$ cat src/rtl/psram_boot_pkg.sv
package psram_boot_pkg;

    localparam logic [7:0] CMD_QUAD_EXIT  = 8'hF5;
    localparam logic [7:0] CMD_READ_ID    = 8'h9F;
    localparam logic [7:0] CMD_RST_ENABLE = 8'h66;
    localparam logic [7:0] CMD_RST_DO     = 8'h99;
    localparam logic [7:0] CMD_QUAD_ENTER = 8'h35;

    localparam logic [7:0] ID_GOOD_DIE    = 8'h5D;
    localparam logic [7:0] ID_EXT_OVERRIDE = 8'h26;

    typedef enum logic [1:0] {
        CAP_UNKNOWN = 2'd0,
        CAP_16M     = 2'd1,
        CAP_32M     = 2'd2,
        CAP_64M     = 2'd3
    } cap_e;

    typedef enum logic [2:0] {
        SQ_EXITQ,
        SQ_ID1,
        SQ_ID2,
        SQ_RSTEN,
        SQ_RST,
        SQ_ENTQ,
        SQ_DONE,
        SQ_FAIL
    } seq_e;

    typedef enum logic [1:0] {
        SH_IDLE,
        SH_ACT,
        SH_GAP
    } sh_e;

endpackage

$ cat src/rtl/psram_bit_shifter.sv
module psram_bit_shifter
    import psram_boot_pkg::*;
#(
    parameter int TXW     = 32,
    parameter int RXW     = 24,
    parameter int GAP_CYC = 2,
    localparam int CW     = $clog2(TXW + RXW + 1),
    localparam int GW     = $clog2(GAP_CYC + 1)
) (
    input  logic            clk,
    input  logic            rst_n,
    input  logic            go,
    input  logic            quad,
    input  logic [TXW-1:0]  tx_data,
    input  logic [CW-1:0]   tx_beats,
    input  logic [CW-1:0]   rx_beats,
    output logic            xfer_done,
    output logic [RXW-1:0]  rx_data,
    output logic            cs_n,
    output logic            sclk,
    output logic [3:0]      dq_o,
    output logic [3:0]      dq_oe,
    input  logic [3:0]      dq_i
);

    typedef struct packed {
        sh_e            st;
        logic           ph;
        logic           quad;
        logic [CW-1:0]  left;
        logic [CW-1:0]  txleft;
        logic [TXW-1:0] sreg;
        logic [RXW-1:0] rx;
        logic [GW-1:0]  gap;
        logic           cs_n;
        logic           sclk;
        logic           done;
    } sh_t;

    sh_t sh_d, sh_q;

    always_comb begin
        sh_d      = sh_q;
        sh_d.done = 1'b0;
        case (sh_q.st)
            SH_IDLE: begin
                if (go) begin
                    sh_d.st     = SH_ACT;
                    sh_d.ph     = 1'b0;
                    sh_d.quad   = quad;
                    sh_d.left   = tx_beats + rx_beats;
                    sh_d.txleft = tx_beats;
                    sh_d.sreg   = tx_data;
                    sh_d.rx     = '0;
                    sh_d.cs_n   = 1'b0;
                    sh_d.sclk   = 1'b0;
                end
            end
            SH_ACT: begin
                if (!sh_q.ph) begin
                    // rising serial edge: device samples, host captures input
                    sh_d.ph   = 1'b1;
                    sh_d.sclk = 1'b1;
                    if (sh_q.txleft == '0) begin
                        if (sh_q.quad) begin
                            sh_d.rx = {sh_q.rx[RXW-5:0], dq_i};
                        end else begin
                            sh_d.rx = {sh_q.rx[RXW-2:0], dq_i[1]};
                        end
                    end
                end else begin
                    // falling serial edge: next output beat
                    sh_d.ph   = 1'b0;
                    sh_d.sclk = 1'b0;
                    if (sh_q.txleft != '0) begin
                        sh_d.sreg   = sh_q.quad ? (sh_q.sreg << 4) : (sh_q.sreg << 1);
                        sh_d.txleft = sh_q.txleft - 1'b1;
                    end
                    sh_d.left = sh_q.left - 1'b1;
                    if (sh_q.left == CW'(1)) begin
                        sh_d.st   = SH_GAP;
                        sh_d.cs_n = 1'b1;
                        sh_d.gap  = GW'(GAP_CYC - 1);
                    end
                end
            end
            SH_GAP: begin
                if (sh_q.gap == '0) begin
                    sh_d.st   = SH_IDLE;
                    sh_d.done = 1'b1;
                end else begin
                    sh_d.gap = sh_q.gap - 1'b1;
                end
            end
            default: sh_d.st = SH_IDLE;
        endcase
    end

    always_ff @(posedge clk or negedge rst_n) begin
        if (!rst_n) begin
            sh_q      <= '0;
            sh_q.st   <= SH_IDLE;
            sh_q.cs_n <= 1'b1;
        end else begin
            sh_q <= sh_d;
        end
    end

    assign xfer_done = sh_q.done;
    assign rx_data   = sh_q.rx;
    assign cs_n      = sh_q.cs_n;
    assign sclk      = sh_q.sclk;
    assign dq_o      = sh_q.quad ? sh_q.sreg[TXW-1 -: 4] : {3'b000, sh_q.sreg[TXW-1]};
    assign dq_oe     = (sh_q.st == SH_ACT && sh_q.txleft != '0)
                       ? (sh_q.quad ? 4'hF : 4'h1) : 4'h0;


    cs_idle_sclk_low_chk: assert property (@(posedge clk) disable iff (!rst_n)
        cs_n |-> !sclk);


    cs_gap_min_chk: assert property (@(posedge clk) disable iff (!rst_n)
        $rose(cs_n) |=> cs_n);


    dq_change_on_fall_chk: assert property (@(posedge clk) disable iff (!rst_n)
        (!cs_n && $past(!cs_n) && !$stable(dq_o)) |-> $fell(sclk));


    go_when_idle_chk: assert property (@(posedge clk) disable iff (!rst_n)
        go |-> (cs_n && sh_q.st == SH_IDLE));

endmodule

$ cat src/rtl/psram_id_decode.sv
module psram_id_decode
    import psram_boot_pkg::*;
(
    input  logic [15:0] id_hi,
    output logic        id_ok,
    output cap_e        cap
);

    logic [7:0] ext_byte;
    logic [7:0] die_byte;

    assign ext_byte = id_hi[15:8];
    assign die_byte = id_hi[7:0];
    assign id_ok    = (die_byte == ID_GOOD_DIE);

    always_comb begin
        if (ext_byte == ID_EXT_OVERRIDE) begin
            cap = CAP_64M;
        end else begin
            case (ext_byte[7:5])
                3'b000:  cap = CAP_16M;
                3'b001:  cap = CAP_32M;
                3'b010:  cap = CAP_64M;
                default: cap = CAP_UNKNOWN;
            endcase
        end
    end

endmodule

$ cat src/rtl/psram_boot_seq.sv
module psram_boot_seq
    import psram_boot_pkg::*;
#(
    parameter int ADDR_BITS = 24,
    parameter int ID_BITS   = 24,
    parameter int GAP_CYC   = 2,
    localparam int CMD_BITS = 8,
    localparam int TXW      = CMD_BITS + ADDR_BITS,
    localparam int CW       = $clog2(TXW + ID_BITS + 1),
    localparam int QBEATS   = CMD_BITS / 4
) (
    input  logic               clk,
    input  logic               rst_n,
    output logic               ps_cs_n,
    output logic               ps_sclk,
    output logic [3:0]         ps_dq_o,
    output logic [3:0]         ps_dq_oe,
    input  logic [3:0]         ps_dq_i,
    output logic               init_done,
    output logic               init_err,
    output logic [1:0]         cap_code,
    output logic [ID_BITS-1:0] dev_id
);

    typedef struct packed {
        seq_e               st;
        logic               pend;
        cap_e               cap;
        logic [ID_BITS-1:0] id;
        logic               done;
        logic               err;
    } seq_t;

    seq_t sq_d, sq_q;

    logic               go;
    logic               quad;
    logic [7:0]         cmd;
    logic               is_read;
    logic [TXW-1:0]     tx_data;
    logic [CW-1:0]      tx_beats;
    logic [CW-1:0]      rx_beats;
    logic               xfer_done;
    logic [ID_BITS-1:0] rx_data;
    logic               id_ok;
    cap_e               id_cap;

    psram_bit_shifter #(
        .TXW     (TXW),
        .RXW     (ID_BITS),
        .GAP_CYC (GAP_CYC)
    ) u_shift (
        .clk       (clk),
        .rst_n     (rst_n),
        .go        (go),
        .quad      (quad),
        .tx_data   (tx_data),
        .tx_beats  (tx_beats),
        .rx_beats  (rx_beats),
        .xfer_done (xfer_done),
        .rx_data   (rx_data),
        .cs_n      (ps_cs_n),
        .sclk      (ps_sclk),
        .dq_o      (ps_dq_o),
        .dq_oe     (ps_dq_oe),
        .dq_i      (ps_dq_i)
    );

    psram_id_decode u_dec (
        .id_hi (rx_data[23:8]),
        .id_ok (id_ok),
        .cap   (id_cap)
    );

    // command selected by the current step
    always_comb begin
        quad    = 1'b0;
        is_read = 1'b0;
        case (sq_q.st)
            SQ_EXITQ: begin cmd = CMD_QUAD_EXIT; quad = 1'b1; end
            SQ_ID1,
            SQ_ID2:   begin cmd = CMD_READ_ID; is_read = 1'b1; end
            SQ_RSTEN: cmd = CMD_RST_ENABLE;
            SQ_RST:   cmd = CMD_RST_DO;
            SQ_ENTQ:  cmd = CMD_QUAD_ENTER;
            default:  cmd = 8'h00;
        endcase
        tx_data  = {cmd, {ADDR_BITS{1'b0}}};
        tx_beats = quad ? CW'(QBEATS) : (is_read ? CW'(TXW) : CW'(CMD_BITS));
        rx_beats = is_read ? CW'(ID_BITS) : '0;
    end

    always_comb begin
        sq_d = sq_q;
        go   = 1'b0;
        if (sq_q.st != SQ_DONE && sq_q.st != SQ_FAIL) begin
            if (!sq_q.pend) begin
                go        = 1'b1;
                sq_d.pend = 1'b1;
            end else if (xfer_done) begin
                sq_d.pend = 1'b0;
                case (sq_q.st)
                    SQ_EXITQ: sq_d.st = SQ_ID1;
                    SQ_ID1: begin
                        if (id_ok) begin
                            sq_d.st  = SQ_RSTEN;
                            sq_d.cap = id_cap;
                            sq_d.id  = rx_data;
                        end else begin
                            sq_d.st = SQ_ID2;
                        end
                    end
                    SQ_ID2: begin
                        if (id_ok) begin
                            sq_d.st  = SQ_RSTEN;
                            sq_d.cap = id_cap;
                            sq_d.id  = rx_data;
                        end else begin
                            sq_d.st  = SQ_FAIL;
                            sq_d.err = 1'b1;
                            sq_d.cap = CAP_UNKNOWN;
                        end
                    end
                    SQ_RSTEN: sq_d.st = SQ_RST;
                    SQ_RST:   sq_d.st = SQ_ENTQ;
                    SQ_ENTQ: begin
                        sq_d.st   = SQ_DONE;
                        sq_d.done = 1'b1;
                    end
                    default: sq_d.st = SQ_FAIL;
                endcase
            end
        end
    end

    always_ff @(posedge clk or negedge rst_n) begin
        if (!rst_n) begin
            sq_q     <= '0;
            sq_q.st  <= SQ_EXITQ;
            sq_q.cap <= CAP_UNKNOWN;
        end else begin
            sq_q <= sq_d;
        end
    end

    assign init_done = sq_q.done;
    assign init_err  = sq_q.err;
    assign cap_code  = sq_q.cap;
    assign dev_id    = sq_q.id;


    done_sticky_chk: assert property (@(posedge clk) disable iff (!rst_n)
        init_done |=> init_done);


    done_bus_idle_chk: assert property (@(posedge clk) disable iff (!rst_n)
        init_done |-> (ps_cs_n && ps_dq_oe == 4'h0));


    err_quiet_chk: assert property (@(posedge clk) disable iff (!rst_n)
        init_err |-> (ps_cs_n && !init_done && cap_code == 2'b00));


    err_sticky_chk: assert property (@(posedge clk) disable iff (!rst_n)
        init_err |=> init_err);


    id_valid_held_chk: assert property (@(posedge clk) disable iff (!rst_n)
        init_done |-> (dev_id[15:8] == 8'h5D));

endmodule

$ cat config.mk
export PLATFORM = sky130hd
export DESIGN_NAME = psram_boot_seq
export DESIGN_NICKNAME = d
export VERILOG_FILES = /design/src/rtl/psram_boot_pkg.sv /design/src/rtl/psram_bit_shifter.sv /design/src/rtl/psram_id_decode.sv /design/src/rtl/psram_boot_seq.sv
export SDC_FILE = /design/constraint.sdc
export NUM_CORES = 1
export LEC_CHECK = 0
export BUFFER_PORTS_ARGS = -buffer_cell sky130_fd_sc_hd__buf_2
export CORE_MARGIN = 4
export CORE_UTILIZATION = 35
export DETAILED_ROUTE_END_ITERATION = 8
export PLACE_DENSITY_LB_ADDON = 0.05
export SLEW_MARGIN = 25
export SYNTH_ARGS = -nofsm -noshare
export SYNTH_HDL_FRONTEND = slang
export SYNTH_SLANG_ARGS = --single-unit
$ cat constraint.sdc
create_clock -name clk -period 3.55 [get_ports clk]
set_input_delay 0.1775 -clock clk [delete_from_list [all_inputs] [get_ports clk]]
set_output_delay 0.1775 -clock clk [all_outputs]
set_load 0.01 [all_outputs]
==> summary.md <==
| Metric | Value |
|---|---|
| Yosys reg bits | 107 |
| Post-synthesis xor/xnor area fraction | 0.00475 |
| Startpoint types | register |
| Synth Area in Adders | 0.0113 |
| Maximum clock frequency | 420 MHz |
| Fillers | 1562 |
| Ys flop type | dfrtp_1 |
| Final ANT Viol Nets | 0 |
| Post-synth EDFFs | 0 |
| Leak | between 2 and 3 nW |
| Gr ovfl total | 0 |
| Largest net degree at the start of global routing | 76 |
| Clk slew on worst S/H paths | 0.07 ns |
| Setup_tns | 0 ns |
| Compound-cell area share of the yosys netlist | 0.0853 |
| Worst min-delay path category | in2reg |
| Wire length per cell | 16.0 um |
| Post-Syn Area | 5530 sq um |
| First-pass DRT Iterations | 4 |
| Yosys Warn Count | 0 |
| First-pass GRT wire length | just under 20000 um |
| Kind of critical path | reg2reg |
| Nets@finish | 509 |
| Die H | 134 um |
| Post-cts resize count | 0 |
| Mapped Cells | 493 |
| Library cells used by synthesis | 55 |
| Final non-filler cell total | 714 |
| Total design power | between 0.002 and 0.0025 W |
| Initial antenna violation count | 0 |
| Setup bufs post-CTS | 0 |
| Pwr per Cell Area | about 380 nW/um^2 |
| Final count of hold timing violations | 0 |
| Final setup viols | 0 |
| Async S/R FF share, synth | 1.00 |
| WP data arrival | 2.62 ns |
| Initial Util | 0.361 |
| Root Buffer | clkbuf_16 |
| First-iteration detailed-routing DRC count | 193 |
| Rel. slew slack | 0.530 |
| CTS sink count | about 110 |
| Die width | 134 um |
| Longest Clk Path Bufs | 2 |
| Sequential area share after synthesis | 0.485 |
| Clock skew | 0.00537 ns |
| Vias | 3591 |
| H-Tree Depth | 3 |
| Clock latency on the worst-skew pair | 0.35 ns |
| Main combinational cell family by area after synthesis | multiplexers |
| Critical Path RT | 3.79 ns |
| Syn Nets | approximately 500 |
| Total wire length | ~11000 um |
| Mux share of post-synthesis cell area | 0.231 |
| IO Pins | 44 |
| Largest cells by area after synthesis | dfrtp_1 (48%), mux2_2 (11%), mux2i_1 (9.8%), buf_4 (3.8%), nor2_1 (3.4%) |
| Routed vias/inst | approximately 5.0 |
| P&R area growth vs syn | 9.14% |
| Post-detail-place hpwl | 7520 um |
| Post-synth top area cell | dfrtp_1 |
| Die area | 17900 sq um |
| RSZ-0062 raised after global routing | false |
| Actual slew at the worst max-slew pin | 0.704 ns |
| Area of the core | 15300 sq um |
| Area share of the largest cell type after synthesis | 0.480 |
| Layout cells sized above 1 | 0.270 |
| Syn Area/Cell | about 11 sq um |
| CP Max Fanout | 24 |
| Simple-Gate Fraction of Synth Area | 0.114 |
| Final worst-path cycle share | 0.671 |
| Crit end category | register |
| Std cell rows | between 40 and 50 |
| Dpl cells | 697 |
| Hold buffer count at CTS | 0 |
| Min Tclk post-route | 2.38 ns |
| TritonCTS clock tree | yes |
| CTS Buf Count | 9 |
| Placer Congestion | around 0.78 |
| Total GRT Usage | 0.135 |
| Status | finished clean |
| PortBufs | 43 |
| Vias in the first global route | 3587 |
| Final Max Tran Viols | 0 |
| Worst vdd ir | 0.260 mV |
| Total of max-cap violations | 0 |
| Antenna cell count | 0 |
| DRC viols | 0 |
worst max-delay path, cell delays in order (launching register included):
cell and delay, ns:
dfrtp_1 0.49, and2b_1 0.54, nand4_1 0.31, a21boi_2 0.20
buf_4 0.33, mux2_2 0.38
registers in the layout (all words and copies together), names as in the netlist:
signal / flops
init_done: 1
u_shift.rx_data: 24
sq_q: 4
u_shift.cs_n: 1
u_shift.xfer_done: 1
u_shift.sh_q: 49
dev_id: 24
init_err: 1
cap_code: 2
layer usage:
metal	GRT usage	up-vias	wire, um
li1	-	1722	-
met1	0.187	1794	5480
met2	0.209	62	5380
met3	0.0329	13	418
met4	0.0434	0	164
met5	0	-	0
path summary, 6_finish.rpt:
path	start	to	slack [ns]	depth (start not counted)
max in group asynchronous	rst_n	u_shift.sh_q[54]	2.34	3
worst min register to register	dev_id[10]	dev_id[10]	0.47	1
min in group asynchronous	rst_n	dev_id[4]	0.41	2
worst max-delay path	u_shift.sh_q[76]	u_shift.rx_data[9]	1.17	5
worst min-delay path	ps_dq_i[0]	u_shift.rx_data[0]	0.21	4
worst max register to register	u_shift.sh_q[76]	u_shift.rx_data[9]	1.17	5
cells in the final DEF, fill, tap and decap left out, types with 4 or more instances in the layout:
cell,synthesis,layout
nand2_1,21,21
nand3_1,8,8
inv_1,8,8
o21ai_0,18,18
a31oi_1,6,6
ha_1,5,5
nand2b_1,8,7
mux2_4,10,10
mux2i_1,54,54
nor3_1,7,7
nor2b_1,4,4
buf_2,7,42
dfrtp_1,106,105
o2bb2ai_1,9,9
clkbuf_16,0,9
mux2_2,52,52
buf_4,28,5
nor2_1,50,50
a21oi_1,12,12
a21o_1,4,4
and2_1,8,8
cells by family after synthesis:
family	Yosys count
flip-flops	107
AO/OA/AOI/OAI	70
AND/OR/NAND/NOR	127
multiplexers	116
buffers and inverters	65
XOR/XNOR	3
adder cells (fa/ha/maj)	5
area by class of cell:
cell class / count / area, sq um / area share
sequential: 107 / 2680 / 0.444
multi-input combinational: 321 / 2470 / 0.409
inverter: 9 / 33.8 / 0.00560
timing repair buffer: 50 / 289 / 0.0479
tap: 211 / 264 / 0.0438
clock inverter: 3 / 46.3 / 0.00767
clock buffer: 13 / 250 / 0.0415
synthesized netlist by cell type (all sizes together) (2+ instances only):
cell,number
and2,8
o221ai,3
nand2b,8
a31oi,6
nor3,7
nor2,50
o2bb2ai,9
a21oi,13
inv,8
mux2,62
ha,5
a21o,4
nor2b,4
nand3,8
a211oi,2
o211ai,3
mux2i,54
dfrtp,106
a22oi,2
and3,3
nand4,4
o21ai,18
nor3b,3
buf,39
nand2,21
or2,2
a31o,3
xor2,2
clkbuf,17
report_power, final:
group	leakage [nW]	switching, W	internal, W
Combinational	1.26	0.0000252	0.00000512
Sequential	1.45	0	0.00122
Clock	0.140	0.000449	0.000571
Total	2.86	0.000475	0.00179
metrics by stage:
| step | hold WS (ns) | instance area, sq um | worst slack, ns | util |
|---|---|---|---|---|
| 3_5_place_dp | 0.417 | 5720 | 1.17 | 0.374 |
| 3_3_place_gp | 0.416 | 5720 | 1.21 | 0.374 |
| 6_report | 0.210 | 6030 | 1.17 | 0.394 |
| 5_1_grt | 0.236 | 6030 | 0.944 | 0.394 |
| 4_1_cts | 0.0301 | 6020 | 1.16 | 0.393 |
| 2_1_floorplan | -0.118 | 5530 | 1.59 | - |
Power figures use the tool's default switching activity.
